**src/rtl/audio_tx_pkg.sv**
```systemverilog
// Package: shared constants, configuration struct and sample placement.
// Assumes a fixed 32-bit slot; the sample width is chosen per run.
package audio_tx_pkg;

    localparam int SLOT_BITS = 32;

    typedef struct packed {
        logic [2:0] size_code;
        logic       lsb_first;
        logic       strobe_rise;
        logic       mono;
    } tx_cfg_t;

    localparam tx_cfg_t CFG_RESET = '{size_code: 3'd4, lsb_first: 1'b0,
                                      strobe_rise: 1'b0, mono: 1'b0};

    // Sample width selected by a size code; reserved codes behave as 16 bits.
    function automatic int unsigned width_of(input logic [2:0] code);
        case (code)
            3'd2:    return 8;
            3'd3:    return 10;
            3'd5:    return 20;
            3'd6:    return 24;
            3'd7:    return 32;
            default: return 16;
        endcase
    endfunction

    // Slot word whose bit [SLOT_BITS-1] is sent first; unused tail is zero.
    function automatic logic [SLOT_BITS-1:0] place_sample(
        input logic [SLOT_BITS-1:0] smp,
        input logic [2:0]           code,
        input logic                 lsb_first);
        logic [SLOT_BITS-1:0] kept;
        logic [SLOT_BITS-1:0] rev;
        int unsigned          w;
        w = width_of(code);
        for (int i = 0; i < SLOT_BITS; i++) begin
            kept[i] = (i < int'(w)) ? smp[i] : 1'b0;
        end
        for (int i = 0; i < SLOT_BITS; i++) begin
            rev[SLOT_BITS-1-i] = kept[i];
        end
        return lsb_first ? rev : (kept << (SLOT_BITS - w));
    endfunction

endpackage

```
**src/rtl/audio_tx_fifo.sv**
```systemverilog
// Module: synchronous sample FIFO between the producer and the slot engine.
// Assumes: push is gated by the caller with ready; pop only when not empty.
// The head word is presented combinationally on rd_data.
module audio_tx_fifo #(
    parameter int WIDTH = 32,
    parameter int DEPTH = 4
) (
    input  logic             clk,
    input  logic             rst_n,
    input  logic             push,
    input  logic [WIDTH-1:0] wr_data,
    input  logic             pop,
    output logic [WIDTH-1:0] rd_data,
    output logic             not_empty,
    output logic             not_full
);
    localparam int AW = (DEPTH > 1) ? $clog2(DEPTH) : 1;
    localparam int CW = $clog2(DEPTH + 1);

    logic [WIDTH-1:0] mem [DEPTH];
    logic [AW-1:0]    wr_ptr, rd_ptr;
    logic [CW-1:0]    level;

    assign not_empty = (level != '0);
    assign not_full  = (level != CW'(DEPTH));
    assign rd_data   = mem[rd_ptr];

    // Pointer wrap helper for non-power-of-two depths.
    function automatic logic [AW-1:0] bump(input logic [AW-1:0] p);
        return (p == AW'(DEPTH - 1)) ? '0 : p + 1'b1;
    endfunction

    // Storage write; contents need no reset.
    always_ff @(posedge clk) begin
        if (push) mem[wr_ptr] <= wr_data;
    end

    // Pointer and fill-level bookkeeping.
    always_ff @(posedge clk) begin
        if (!rst_n) begin
            wr_ptr <= '0;
            rd_ptr <= '0;
            level  <= '0;
        end else begin
            if (push) wr_ptr <= bump(wr_ptr);
            if (pop)  rd_ptr <= bump(rd_ptr);
            case ({push, pop})
                2'b10:   level <= level + 1'b1;
                2'b01:   level <= level - 1'b1;
                default: level <= level;
            endcase
        end
    end

    // the engine never takes a word that is not there.
    assert_pop_nonempty_R5: assert property (@(posedge clk) disable iff (!rst_n)
        pop |-> not_empty)
        else $error("pop on empty FIFO");

    // fill level never passes the depth.
    assert_no_overflow_R5: assert property (@(posedge clk) disable iff (!rst_n)
        level <= CW'(DEPTH))
        else $error("FIFO level beyond depth");

endmodule

```
**src/rtl/audio_sck_timer.sv**
```systemverilog
// Module: bit-time counter and bit clock generator.
// Assumes DIV >= 2. While run is low the counter holds at zero and sck
// rests at the sampling-side level; bit_end marks the last clock of a bit.
module audio_sck_timer #(
    parameter int DIV = 4
) (
    input  logic clk,
    input  logic rst_n,
    input  logic run,
    input  logic strobe_rise,
    output logic bit_end,
    output logic sck
);
    localparam int CW   = (DIV > 2) ? $clog2(DIV) : 1;
    localparam int HALF = DIV / 2;

    logic [CW-1:0] cnt;

    assign bit_end = run && (cnt == CW'(DIV - 1));
    // Drive-edge level during the first HALF clocks of every bit time.
    assign sck = (run && (cnt < CW'(HALF))) ^ strobe_rise;

    // Count system clocks within a bit time.
    always_ff @(posedge clk) begin
        if (!rst_n || !run || bit_end) cnt <= '0;
        else                           cnt <= cnt + 1'b1;
    end

    // the counter stays within one bit period.
    assert_cnt_range_R11: assert property (@(posedge clk) disable iff (!rst_n)
        cnt <= CW'(DIV - 1))
        else $error("bit counter out of range");

    // a running bit time restarts only after a completed one.
    assert_period_R11: assert property (@(posedge clk) disable iff (!rst_n)
        (run && $past(run) && cnt == '0) |-> $past(bit_end))
        else $error("bit time cut short");

endmodule

```
**src/rtl/audio_slot_engine.sv**
```systemverilog
// Module: frame/slot sequencer and output shift register.
// Assumes bit_end comes from a timer running off the same run flag.
// Configuration is tracked while stopped and frozen once running; a drop of
// en_req arms a stop that is taken at the next frame end.
module audio_slot_engine
    import audio_tx_pkg::*;
(
    input  logic                 clk,
    input  logic                 rst_n,
    input  logic                 en_req,
    input  tx_cfg_t              cfg_in,
    input  logic                 bit_end,
    input  logic                 fifo_valid,
    input  logic [SLOT_BITS-1:0] fifo_data,
    output logic                 fifo_pop,
    output logic                 running,
    output logic                 strobe_rise,
    output logic                 fs,
    output logic                 sd,
    output logic                 underrun
);
    localparam int BW = $clog2(SLOT_BITS);
    localparam logic [BW-1:0] LAST_BIT = BW'(SLOT_BITS - 1);

    tx_cfg_t              cfg_q;
    logic                 run_q, stop_pend, slot_q, fs_q, urun_q;
    logic [BW-1:0]        bitc;
    logic [SLOT_BITS-1:0] shreg, held;

    logic                 slot_end, frame_end, stop_now;
    logic                 load0, load1, go_off, need_pop;
    logic                 eff_mono, eff_lsb;
    logic [2:0]           eff_size;
    logic [SLOT_BITS-1:0] fresh, slot_word;

    // Configuration in force: live inputs at start, frozen copy while running.
    always_comb begin
        eff_mono = run_q ? cfg_q.mono      : cfg_in.mono;
        eff_lsb  = run_q ? cfg_q.lsb_first : cfg_in.lsb_first;
        eff_size = run_q ? cfg_q.size_code : cfg_in.size_code;
    end

    // Slot and frame boundary decisions.
    always_comb begin
        slot_end  = bit_end && (bitc == LAST_BIT);
        frame_end = slot_end && slot_q;
        stop_now  = stop_pend || !en_req;
        load0     = (!run_q && en_req) || (frame_end && !stop_now);
        load1     = slot_end && !slot_q;
        go_off    = frame_end && stop_now;
        need_pop  = load0 || (load1 && !eff_mono);
        fresh     = fifo_valid ? fifo_data : '0;
        slot_word = place_sample((load1 && eff_mono) ? held : fresh,
                                 eff_size, eff_lsb);
    end

    assign fifo_pop    = need_pop && fifo_valid;
    assign running     = run_q;
    assign strobe_rise = cfg_q.strobe_rise;
    assign fs          = fs_q;
    assign sd          = shreg[SLOT_BITS-1];
    assign underrun    = urun_q;

    // Run flag, pending stop and configuration capture.
    always_ff @(posedge clk) begin
        if (!rst_n) begin
            run_q     <= 1'b0;
            stop_pend <= 1'b0;
            cfg_q     <= CFG_RESET;
        end else begin
            if (load0)       run_q <= 1'b1;
            else if (go_off) run_q <= 1'b0;
            if (!run_q || go_off) stop_pend <= 1'b0;
            else if (!en_req)     stop_pend <= 1'b1;
            if (!run_q) cfg_q <= cfg_in;
        end
    end

    // Slot position, shift register, frame sync and underrun pulse.
    always_ff @(posedge clk) begin
        if (!rst_n) begin
            slot_q <= 1'b0;
            bitc   <= '0;
            shreg  <= '0;
            held   <= '0;
            fs_q   <= 1'b0;
            urun_q <= 1'b0;
        end else begin
            urun_q <= need_pop && !fifo_valid;
            if (load0) begin
                slot_q <= 1'b0;
                bitc   <= '0;
                shreg  <= slot_word;
                held   <= fresh;
                fs_q   <= 1'b1;
            end else if (load1) begin
                slot_q <= 1'b1;
                bitc   <= '0;
                shreg  <= slot_word;
                fs_q   <= 1'b0;
            end else if (go_off) begin
                slot_q <= 1'b0;
                bitc   <= '0;
                shreg  <= '0;
                fs_q   <= 1'b0;
            end else if (bit_end) begin
                bitc   <= bitc + 1'b1;
                shreg  <= {shreg[SLOT_BITS-2:0], 1'b0};
            end
        end
    end

    // the run ends only right after the last bit of slot 1.
    assert_stop_at_frame_end_R7: assert property (@(posedge clk) disable iff (!rst_n)
        $fell(run_q) |-> $past(slot_q && bitc == LAST_BIT && bit_end))
        else $error("stopped inside a frame");

    // frozen configuration does not move while running.
    assert_cfg_frozen_R9: assert property (@(posedge clk) disable iff (!rst_n)
        (run_q && $past(run_q)) |-> $stable(cfg_q))
        else $error("configuration changed while running");

    // in mono, words are taken only at a frame start.
    assert_mono_pop_R6: assert property (@(posedge clk) disable iff (!rst_n)
        (fifo_pop && run_q && cfg_q.mono) |-> slot_q)
        else $error("mono popped for slot 1");

    // underrun is a single-cycle pulse.
    assert_underrun_pulse_R10: assert property (@(posedge clk) disable iff (!rst_n)
        underrun |=> !underrun)
        else $error("underrun longer than one cycle");

    // frame sync only moves on a bit boundary or at start/stop.
    assert_fs_boundary_R4: assert property (@(posedge clk) disable iff (!rst_n)
        (run_q && $past(run_q) && !$past(bit_end)) |-> $stable(fs_q))
        else $error("frame sync moved mid-bit");

endmodule

```
**src/rtl/audio_slot_tx.sv**
```systemverilog
// Module: top of the master-mode two-slot serial audio transmitter.
// Assumes DIV >= 2 and a single clock domain; sck is produced from the
// system clock, and all outputs come from registered state.
module audio_slot_tx
    import audio_tx_pkg::*;
#(
    parameter int DIV        = 4,
    parameter int FIFO_DEPTH = 4
) (
    input  logic                 clk,
    input  logic                 rst_n,
    input  logic                 en_req,
    input  logic [2:0]           cfg_size,
    input  logic                 cfg_lsb_first,
    input  logic                 cfg_strobe_rise,
    input  logic                 cfg_mono,
    input  logic                 s_valid,
    input  logic [SLOT_BITS-1:0] s_data,
    output logic                 s_ready,
    output logic                 sck,
    output logic                 fs,
    output logic                 sd,
    output logic                 en_status,
    output logic                 underrun
);
    tx_cfg_t              cfg_in;
    logic                 f_pop, f_valid, f_room, bit_end, strobe_q, run;
    logic [SLOT_BITS-1:0] f_data;

    assign cfg_in    = '{size_code: cfg_size, lsb_first: cfg_lsb_first,
                         strobe_rise: cfg_strobe_rise, mono: cfg_mono};
    assign s_ready   = f_room;
    assign en_status = run;

    audio_tx_fifo #(.WIDTH(SLOT_BITS), .DEPTH(FIFO_DEPTH)) u_fifo (
        .clk       (clk),
        .rst_n     (rst_n),
        .push      (s_valid && f_room),
        .wr_data   (s_data),
        .pop       (f_pop),
        .rd_data   (f_data),
        .not_empty (f_valid),
        .not_full  (f_room)
    );

    audio_sck_timer #(.DIV(DIV)) u_timer (
        .clk         (clk),
        .rst_n       (rst_n),
        .run         (run),
        .strobe_rise (strobe_q),
        .bit_end     (bit_end),
        .sck         (sck)
    );

    audio_slot_engine u_engine (
        .clk         (clk),
        .rst_n       (rst_n),
        .en_req      (en_req),
        .cfg_in      (cfg_in),
        .bit_end     (bit_end),
        .fifo_valid  (f_valid),
        .fifo_data   (f_data),
        .fifo_pop    (f_pop),
        .running     (run),
        .strobe_rise (strobe_q),
        .fs          (fs),
        .sd          (sd),
        .underrun    (underrun)
    );

endmodule

```
**config.mk**
```make
export PLATFORM = sky130hd
export DESIGN_NAME = audio_slot_tx
export DESIGN_NICKNAME = d
export VERILOG_FILES = /design/src/rtl/audio_tx_pkg.sv /design/src/rtl/audio_tx_fifo.sv /design/src/rtl/audio_sck_timer.sv /design/src/rtl/audio_slot_engine.sv /design/src/rtl/audio_slot_tx.sv
export SDC_FILE = /design/constraint.sdc
export NUM_CORES = 1
export LEC_CHECK = 0
export BUFFER_PORTS_ARGS = -buffer_cell sky130_fd_sc_hd__buf_2
export CORE_AREA = 2 2 105 208
export DETAILED_ROUTE_END_ITERATION = 10
export DIE_AREA = 0 0 107 210
export GPL_TIMING_DRIVEN = 0
export PLACE_DENSITY_LB_ADDON = 0.15
export SLEW_MARGIN = 20
export SYNTH_ARGS = -nofsm -noshare
export SYNTH_HDL_FRONTEND = slang
export SYNTH_SLANG_ARGS = --single-unit
export TNS_END_PERCENT = 20
```
**constraint.sdc**
```tcl
create_clock -name clk -period 8.7 [get_ports clk]
set_input_delay 0.435 -clock clk [delete_from_list [all_inputs] [get_ports clk]]
set_output_delay 0.435 -clock clk [all_outputs]
set_load 0.02 [all_outputs]
```
[Word level (Yosys, flattened, before mapping)]
Memories as Yosys holds them, arrays and structs flattened. A register that Yosys moved wholly into a read port is not among the register bits.
Index checks and enable logic that the tools add are counted.
Storage, ports and cells
  output and inout bits: 6
  memory bits (writable): 128
  logic and storage cells: 162
  memories: 1
  flip-flop bits (word level): 89
  bits of input ports: 42
Memories
  u_fifo.mem: words 4, bits a word 32, read ports 1, clocked after memory_dff 1, wr ports 1, line audio_tx_fifo.sv:20  | logic [WIDTH-1:0] mem [DEPTH];
Operators by class
  bitwise logic cells: 2
  shift operators: 1
  muxes and demuxes: 55
  reductions and logical operators: 35
  $lt $le $gt $ge: 33
  equality and inequality tests: 12
  $add $sub $neg: 7
Operator list (number)
  32-bit 2-to-1 mux: 7
  5-bit by 6-bit less-than comparator with 1-bit output, first input constant: 16
  4-bit by 6-bit less-than comparator with 1-bit output, first input constant: 8
  1-bit 2-to-1 mux: 41
  32-bit by 32-bit left shift with 32-bit output: 1
  6-bit case mux with 5 select lines: 1
  3-bit by 6-bit less-than comparator with 1-bit output, first input constant: 4
  1-bit logical AND: 13
  1-bit by 6-bit less-than comparator with 1-bit output, first input constant: 2
  2-bit by 6-bit less-than comparator with 1-bit output, first input constant: 2
  3-bit equality test, second input constant: 3
  2-bit equality test, second input constant: 4
  2-bit 2-to-1 mux: 4
  1-bit zero test: 7
  6-bit by 6-bit subtractor with 7-bit output, first input constant: 1
  2-bit by 1-bit adder with 2-bit output, second input constant: 3
  3-bit by 2-bit equality test with 1-bit output, second input constant: 2
  1-bit logical OR: 6
  3-bit case mux with 2 select lines: 1
  2-bit nonzero test: 3
  3-bit nonzero test: 2
  5-bit by 1-bit adder with 5-bit output, second input constant: 1
  5-bit equality test, second input constant: 1
  4-bit nonzero test: 1
  10 further kinds: 11

[Longest topological paths before layout]
Gate-level depths: netlist of the first run.
  depth after elaboration: 11
  depth in mapped cells: 15
  depth with buffers taken out: 14

[By module]
A second synthesis of the first run with hierarchy kept.
Unflattened totals
  cells, all modules: 1013
  area, all modules: 10880.4 µm²
By module, submodules not included
  audio_slot_engine: instances 1, area an instance 5655.4 µm², seq. area each 1601.5 µm², cells each 789
  audio_tx_fifo: instances 1, area an instance 5122.4 µm², seq. area each 4023.9 µm², cells each 214
  audio_sck_timer: instances 1, area an instance 96.3 µm², seq. area each 40.0 µm², cells each 9
  audio_slot_tx: instances 1, area an instance 6.3 µm², seq. area each 0.0 µm², cells each 1

[Worst setup path before layout of the first run]
No wires, ideal clock.
  kind: flip-flop to flip-flop
  start: register u_engine.run_q (netlist: u_engine.running)
  end: register u_engine.shreg[31]
  setup time: 0.122 ns
  data arrival time: 3.036 ns
  cell stages (with the launch flop): 13
  required time: 8.578 ns
  setup slack: 5.542 ns
  buffers on the path: 5
  clock period less this slack: 3.158 ns
  cell sequence: dfxtp_1 > buf_4 > buf_2 > buf_1 > or2_2 > o32a_1 > ha_1 > clkbuf_1 > inv_1 > clkbuf_1 > mux2i_1 > a22oi_1 > a221o_1
Between the ends
  longest elaborated chain between the ends: 10
  elaborated cells between the ends (all ways): 91
  classes of those cells: 1 x add/sub; 32 x order compare; 5 x eq/ne; 1 x shift; 41 x mux; 11 x reduce/logical
Ends and longest elaborated chain
  from (decl): line audio_slot_engine.sv:26  | logic run_q, stop_pend, slot_q, fs_q, urun_q;
  from (signal assigned): line audio_slot_engine.sv:67  | run_q <= 1'b0;
  from (signal assigned): line audio_slot_engine.sv:71  | if (load0) run_q <= 1'b1;
  from (signal assigned): line audio_slot_engine.sv:72  | else if (go_off) run_q <= 1'b0;
  parallel branches: the longest is 10 deep, another holds 1-bit by 6-bit less-than comparator with 1-bit output
  to (signal assigned): line audio_slot_engine.sv:93  | shreg <= slot_word;
  to (signal assigned): line audio_slot_engine.sv:99  | shreg <= slot_word;
  to (signal assigned): line audio_slot_engine.sv:108  | shreg <= {shreg[SLOT_BITS-2:0], 1'b0};
  to (decl): line audio_slot_engine.sv:28  | logic [SLOT_BITS-1:0] shreg, held;
Parallel ways; which one is timed is not known.
A chain may end at the register's enable or synchronous reset.

[Worst setup path in the final report of the first run]
  start: register u_engine.run_q (netlist: u_engine.running)
  end: register u_engine.shreg[28]
Same word-level chain as after synthesis.

==> results of run 1 <==
-- stage by stage --
| step | hold WS (ns) | util (%) | worst slack [ns] |
|---|---|---|---|
| floorplan | 0.408 | - | 5.54 |
| global placement | 0.422 | 51.7 | 4.58 |
| detailed placement | 0.428 | 52.1 | 4.67 |
| CTS | 0.132 | 55.5 | 4.63 |
| global route | 0.145 | 55.5 | 4.35 |
| finish | 0.145 | 55.6 | 4.53 |
-- critical path: cells and delay by family, from the launching register on --
family,cells,cell delay (ns)
adder cells (fa/ha/maj),1,0.27
buffers and inverters,6,2.06
AO/OA/AOI/OAI,4,0.89
flip-flops,1,0.35
AND/OR/NAND/NOR,2,0.49
-- cell usage after synthesis (all sizes together), types with 11 or more instances --
cell	instances	area share [%]
a21oi	45	2.2
mux4	33	7.4
and2	20	1.2
a22oi	17	1.2
a21boi	22	1.7
o211ai	13	0.95
buf	22	1.3
clkbuf	38	1.4
mux2i	21	2.3
inv	11	0.40
dfxtp	91	18
nor2	54	2.0
nand3	28	1.4
nor3	19	0.93
a22o	29	2.5
edfxtp	128	37
nand2	107	3.9
o21ai	46	2.2
-- cell families (layout without fill, tap and decap cells) --
family,after synthesis,after routing,synth area share (%)
AND/OR/NAND/NOR,270,270,12.1
AO/OA/AOI/OAI,245,245,16.7
flip-flops,219,219,55.3
buffers and inverters,71,159,3.09
multiplexers,63,63,10.8
adder cells (fa/ha/maj),11,11,1.42
XOR/XNOR,8,8,0.683
other,0,1,0
-- layer usage --
metal	vias to the layer above	part of all wire, %	GRT usage [%]
li1	3529	-	-
met1	3813	32	28.8
met2	275	52	53.9
met3	145	5.1	5.16
met4	0	10	24.2
met5	-	0	0
-- state kept, by name, indices dropped and copies added (netlist names), named ones only --
signal and cells:
u_fifo.wr_ptr 2, u_engine.strobe_rise 1, u_engine.shreg 32, u_fifo.mem 128
u_fifo.rd_ptr 2, u_engine.stop_pend 1, u_fifo.level 3, u_engine.held 32
u_engine.cfg_q 5, u_engine.bitc 5, u_engine.underrun 1, u_engine.fs 1
u_engine.running 1, u_timer.cnt 2, u_engine.slot_q 1
-- power by group --
group	switching, W	internal (W)
combinational	0.000497	0.000256
sequential	0.0000369	0.00118
clock	0.000392	0.000566
-- layout make-up --
type	count	area, µm²	share of cell area, %
Sequential cell	219	5670	48.7
Multi-Input combinational cell	597	4280	36.8
Clock buffer	24	537	4.62
Tap cell	269	337	2.89
Timing Repair Buffer	51	315	2.71
Buffer	60	275	2.37
Clock inverter	13	178	1.53
Inverter	11	41.3	0.355
Antenna cell	1	2.50	0.0215
-- cell usage in the layout (no fill, tap or decap), types with 9 or more instances in the layout --
| cell type | netlist | routed |
|---|---|---|
| dfxtp_1 | 91 | 91 |
| mux4_2 | 28 | 28 |
| a21oi_1 | 45 | 45 |
| clkbuf_16 | 0 | 21 |
| a22oi_1 | 17 | 17 |
| a21boi_0 | 21 | 21 |
| ha_1 | 10 | 10 |
| o211ai_1 | 13 | 13 |
| inv_1 | 10 | 10 |
| o21ai_0 | 46 | 44 |
| mux2i_1 | 18 | 18 |
| a22o_1 | 29 | 29 |
| nand3_1 | 28 | 28 |
| nor2_1 | 53 | 53 |
| a31oi_1 | 10 | 10 |
| mux2_2 | 9 | 9 |
| nand2_1 | 107 | 107 |
| clkbuf_1 | 38 | 41 |
| edfxtp_1 | 128 | 128 |
| and2_1 | 19 | 19 |
| buf_2 | 12 | 59 |
| nor3_1 | 19 | 19 |
-- worst max path at each step --
stage,start,end,slack (ns),depth (start not counted)
3_5_place_dp,u_engine.running$_SDFFE_PN0P_,u_engine.shreg[12]$_SDFFE_PN0P_,4.67,13
3_3_place_gp,u_engine.running$_SDFFE_PN0P_,u_engine.shreg[19]$_SDFFE_PN0P_,4.58,12
4_1_cts,u_engine.running$_SDFFE_PN0P_,u_engine.shreg[12]$_SDFFE_PN0P_,4.63,13
2_1_floorplan,u_engine.running$_SDFFE_PN0P_,u_engine.shreg[31]$_SDFFE_PN0P_,5.54,12
5_1_grt,u_engine.running$_SDFFE_PN0P_,u_engine.shreg[28]$_SDFFE_PN0P_,4.35,13
6_report,u_engine.running$_SDFFE_PN0P_,u_engine.shreg[28]$_SDFFE_PN0P_,4.53,13
==> run metrics, run 1 <==
run status finished clean; Core Rows 75; Power Dens Cells 252 nW/µm²; flop-to-flop setup slack 4.53 ns; Worst EP required 9.12 ns; Critical Path Slowest Stage Cell clkbuf_1; Final ANT Viol Nets 0; CP max stage delay 0.60 ns; Worst Hold Launch s_data[13]; gr ovfl total 0; CTS root buf clkbuf_16; drt wl/cell 26.5 µm; Critical R2R Launch u_engine.running$_SDFFE_PN0P_; Worst R2R End u_engine.shreg[28]$_SDFFE_PN0P_; Worst Tran Pin Value 1.15 ns; flops & latches, synth 219; placed cell count 1,207; DR pass1 iterations 5; CP Launch Type flop; htree depth 1; post-CTS sizing 0; Synth Instances 887; Max clock buf depth 3; largest net degree at the start of global routing 26; final non-filler cell total 1,245; Overall Power 0.00293 W; Die X 107 µm; clk_skew 0.0132 ns; Most common cell on crit path clkbuf_1; design area 11,600 µm²; R2R depth 13; Fillers 1,872; Rel. slew slack 23.6%; chip height 210 µm; Post-synth EDFFs 128; setup_tns 0 ns; hold path cells 1; CTS tree done; GR Util All Layers 29.8%; Post-CTS Hold Buffers 0; MaxCap Viol Count 0; Mean Syn Cell Area 11.6 µm²; initial DRC count 518; Post-Route WL 32.9 mm; Tmin final 4.17 ns; Post-synth ARST share 0%; DRC 0; nature of the critical path endpoint flop; I/O Buffers 47; DIE AREA 22,500 µm²; fin. max-slew vios 0; worst min-delay path class in2reg; critical path class reg2reg; RSZ-0062 raised after global routing false; syn nets 940; area delta synth->final 13.4%; Finish-stage setup viols 0; post-detail-place hpwl 25.2 mm; Final nets 1,014; final hold violation count 0; Clock transition at path regs 0.07 ns; leakage power 4.00 nW; DR vias/cell 6.23; Worst IR Drop VDD 0.209 mV; CTS buffer count 21; Vias 7,762; CP max FO 10; core footprint 20,900 µm²; crit path DAT 4.59 ns; dominant synthesized flop cell edfxtp_1; initial core utilization 49.0%; RD Place Congestion 1.05; Clock Latency Late Sink 0.50 ns; Hold EP u_fifo.mem[1][13]$_DFFE_PP_; share of cells above drive strength 1 15.9%; CP cell instances buf_4, buf_2, buf_1, or2_2, o32a_1, ha_1, clkbuf_1, clkbuf_1, clkbuf_1, nand3_1, o21ai_0, o21ai_0, o211ai_1; YS warnings 0; Post-CTS Setup Inserts 0; Final Cycle Share 47.9%; vias in the first global route 7,838; IO Count 48; Placed Area 10,900 µm²; first-pass GRT wire length 48.7 mm; initial antenna violation count 0; Unique masters post-synth 73; CTS sink cnt 219; sequential area share after synthesis 55.3%; Fmax 240 MHz; Syn Std Cell Area 10,300 µm²
Power figures use the tool's default switching activity.
==> run 2: changes to the inputs <==
--- a/config.mk
+++ b/config.mk
@@ -5,10 +5,11 @@
 export SDC_FILE = /design/constraint.sdc
 export NUM_CORES = 1
 export LEC_CHECK = 0
+export ABC_AREA = 1
 export BUFFER_PORTS_ARGS = -buffer_cell sky130_fd_sc_hd__buf_2
-export CORE_AREA = 2 2 105 208
+export CORE_AREA = 2 2 108 215
 export DETAILED_ROUTE_END_ITERATION = 10
-export DIE_AREA = 0 0 107 210
+export DIE_AREA = 0 0 110 217
 export GPL_TIMING_DRIVEN = 0
 export PLACE_DENSITY_LB_ADDON = 0.15
 export SLEW_MARGIN = 20
==> constraint.sdc (replaced) <==
create_clock -name clk -period 3.4 [get_ports clk]
set_input_delay 0.17 -clock clk [delete_from_list [all_inputs] [get_ports clk]]
set_output_delay 0.17 -clock clk [all_outputs]
set_load 0.02 [all_outputs]
==> run metrics, run 2 <==
GR Util All Layers 29.4%; CTS sink cnt 219; Synth area leader edfxtp_1; DP Worst Slack -0.176 ns; initial DRC count 913; DR pass1 iterations 5; Post-Route WL 34.0 mm; antenna fix cells 0; gr ovfl total 0; CP Launch Type flop; area delta synth->final 16.6%; met3 wire len 1.87 mm; Post-synth EDFFs 128; chip height 217 µm; CTS tree done; nature of the critical path endpoint flop; Core Rows 78; RD Place Congestion 1.00; sequential area share after synthesis 51.8%; Worst IR Drop VDD 0.466 mV; fin. max-slew vios 0; core footprint 22,300 µm²; CP cell instances buf_6, buf_6, nand2_1, nand2_2, nand2_2, nor2_2, inv_1, buf_6, ha_1, nand3_1, nand2_2, inv_2, buf_2, nand3_1, o21ai_1, nand2_1, nand3_1, nand2_1, inv_1; first-pass GRT wire length 52.4 mm; clk_skew 0.0147 ns; CTS root buf clkbuf_16; worst setup margin 0.211 ns; DRC 0; Final Cycle Share 93.8%; DR vias/cell 5.51; Syn Std Cell Area 10,900 µm²; Final nets 1,548; largest net degree at the start of global routing 22; top sig layer met4; Rel. slew slack 55.1%; Synth area leaders edfxtp_1 (35%), dfxtp_1 (17%), nand2_1 (14%), nand3_1 (7.9%), inv_1 (4.2%); dominant synthesized flop cell edfxtp_1; YS warnings 0; Final ANT Viol Nets 0; DIE AREA 23,900 µm²; I/O Buffers 47; RSZ-0062 raised after global routing false; Crit path max-delay family simple AND/OR/NAND/NOR gates; dominant cell by count in the synthesized netlist nand2_1; Die X 110 µm; initial antenna violation count 0; Clock Latency Late Sink 0.53 ns; CTS buffer count 20; Unique masters post-synth 39; Buf+Inv Stages, Crit Path 7; Critical Path Slowest Stage Cell dfxtp_1; Worst EP required 3.88 ns; Fillers 2,096; Synth Instances 1,385; Post-synth ARST share 0%; Finish-stage setup viols 0; Top Registers u_fifo.mem x128, u_engine.held x32, u_engine.shreg x32; IO Count 48; CP max stage delay 0.34 ns; final hold violation count 0; initial core utilization 49.0%; commonest cells after routing, fill and taps aside nand2_1 (415), nand3_1 (172), edfxtp_1 (128); htree depth 1; WL met1 13.9 mm; flops & latches, synth 219; crit path DAT 3.66 ns; worst min-delay path class in2reg; Post-CTS Setup Inserts 0; top cells by instance count after synthesis nand2_1 (417), nand3_1 (172), edfxtp_1 (128); share of cells above drive strength 1 11.7%; commonest non-fill, non-tap cell in the layout nand2_1; Largest Register u_fifo.mem; post-detail-place hpwl 25.0 mm; Max clock buf depth 3; critical path class reg2reg; Mean Syn Cell Area 7.90 µm²; run status finished clean; routed wl met2 16.7 mm; syn nets 1,438; Tmin final 3.19 ns; MaxCap Viol Count 0; Synth top area share 35.1%; Power Dens Cells 643 nW/µm²; Largest register FFs 128; Fmax 314 MHz; Clock transition at path regs 0.06 ns; drt wl/cell 19.0 µm; utilization after layout 57.1%; Vias 9,849; Worst Tran Pin Value 0.674 ns; CP max FO 10; leakage power 5.53 nW; vias in the first global route 9,547
## run 2: tightest hold or removal path, cell delays in order
cell     delay [ns]
buf_2          0.18
o21ai_0        0.10
a21oi_1        0.04
## run 2: power breakdown
| part | internal [W] | switching, W |
|---|---|---|
| sequential | 0.00306 | 0.0000879 |
| clock | 0.00142 | 0.00103 |
| combinational | 0.000721 | 0.00189 |
## run 2: through the flow
| stage | TNS, ns | total power [W] | std cells | hold WS [ns] | area (µm²) |
|---|---|---|---|---|---|
| global placement | -30.30 | 0.00568 | 1712 | 0.380 | 11500 |
| detailed placement | -0.176 | 0.00574 | 1716 | 0.385 | 11700 |
| global route | 0 | 0.00867 | 1789 | 0.0398 | 12800 |
| CTS | 0 | 0.00822 | 1789 | 0.00361 | 12700 |
| finish | 0 | 0.00821 | 1789 | 0.0179 | 12800 |
| floorplan | 0 | 0.00484 | 1385 | 0.269 | 10900 |
## run 2: cell families after synthesis
| logic type | count (synthesis) | synth area share (%) |
|---|---|---|
| and+or+nand+nor | 755 | 29.5 |
| buffers and inverters | 205 | 7.91 |
| DFF | 219 | 51.8 |
| adders and majority gates | 11 | 1.33 |
| AOI/OAI and AO/OA | 192 | 9.25 |
| xor gates and xnor gates | 3 | 0.240 |
## run 2: cell type report
type	instances	area, µm²	share of cell area (%)
multi-input cells	961	4460	34.9
flip-flops and latches	219	5670	44.4
inverters	136	518	4.06
well taps	280	350	2.75
clock buffers	29	576	4.51
clock inverters	7	139	1.09
plain buffers	69	349	2.74
repair buffers	88	708	5.55
## run 2: what timing repair did
action                                  CTS  global route
endpoints found under the setup margin    1             4
hold buffers                             37             0
gates resized for setup                   2             7
endpoints found under the hold margin   133             0
## run 2: worst paths after layout
kind                            depth (start not counted)                             end  slack (ns)                          start
worst max-delay path                                   19  u_engine.shreg[7]$_SDFFE_PN0P_        0.21  u_engine.running$_SDFFE_PN0P_
worst min-delay path                                    3    u_fifo.level[0]$_SDFFE_PN0P_        0.02                          rst_n
worst max register to register                         19  u_engine.shreg[7]$_SDFFE_PN0P_        0.21  u_engine.running$_SDFFE_PN0P_
worst min register to register                          1       u_timer.cnt[0]$_SDFF_PP0_        0.44      u_timer.cnt[0]$_SDFF_PP0_
## run 2: layer usage
| metal | GRT usage [%] | up-vias |
|---|---|---|
| met1 | 37.0 | 4673 |
| met3 | 3.98 | 76 |
| li1 | - | 4768 |
| met2 | 49.7 | 332 |
| met4 | 12.4 | 0 |
| met5 | 0 | - |
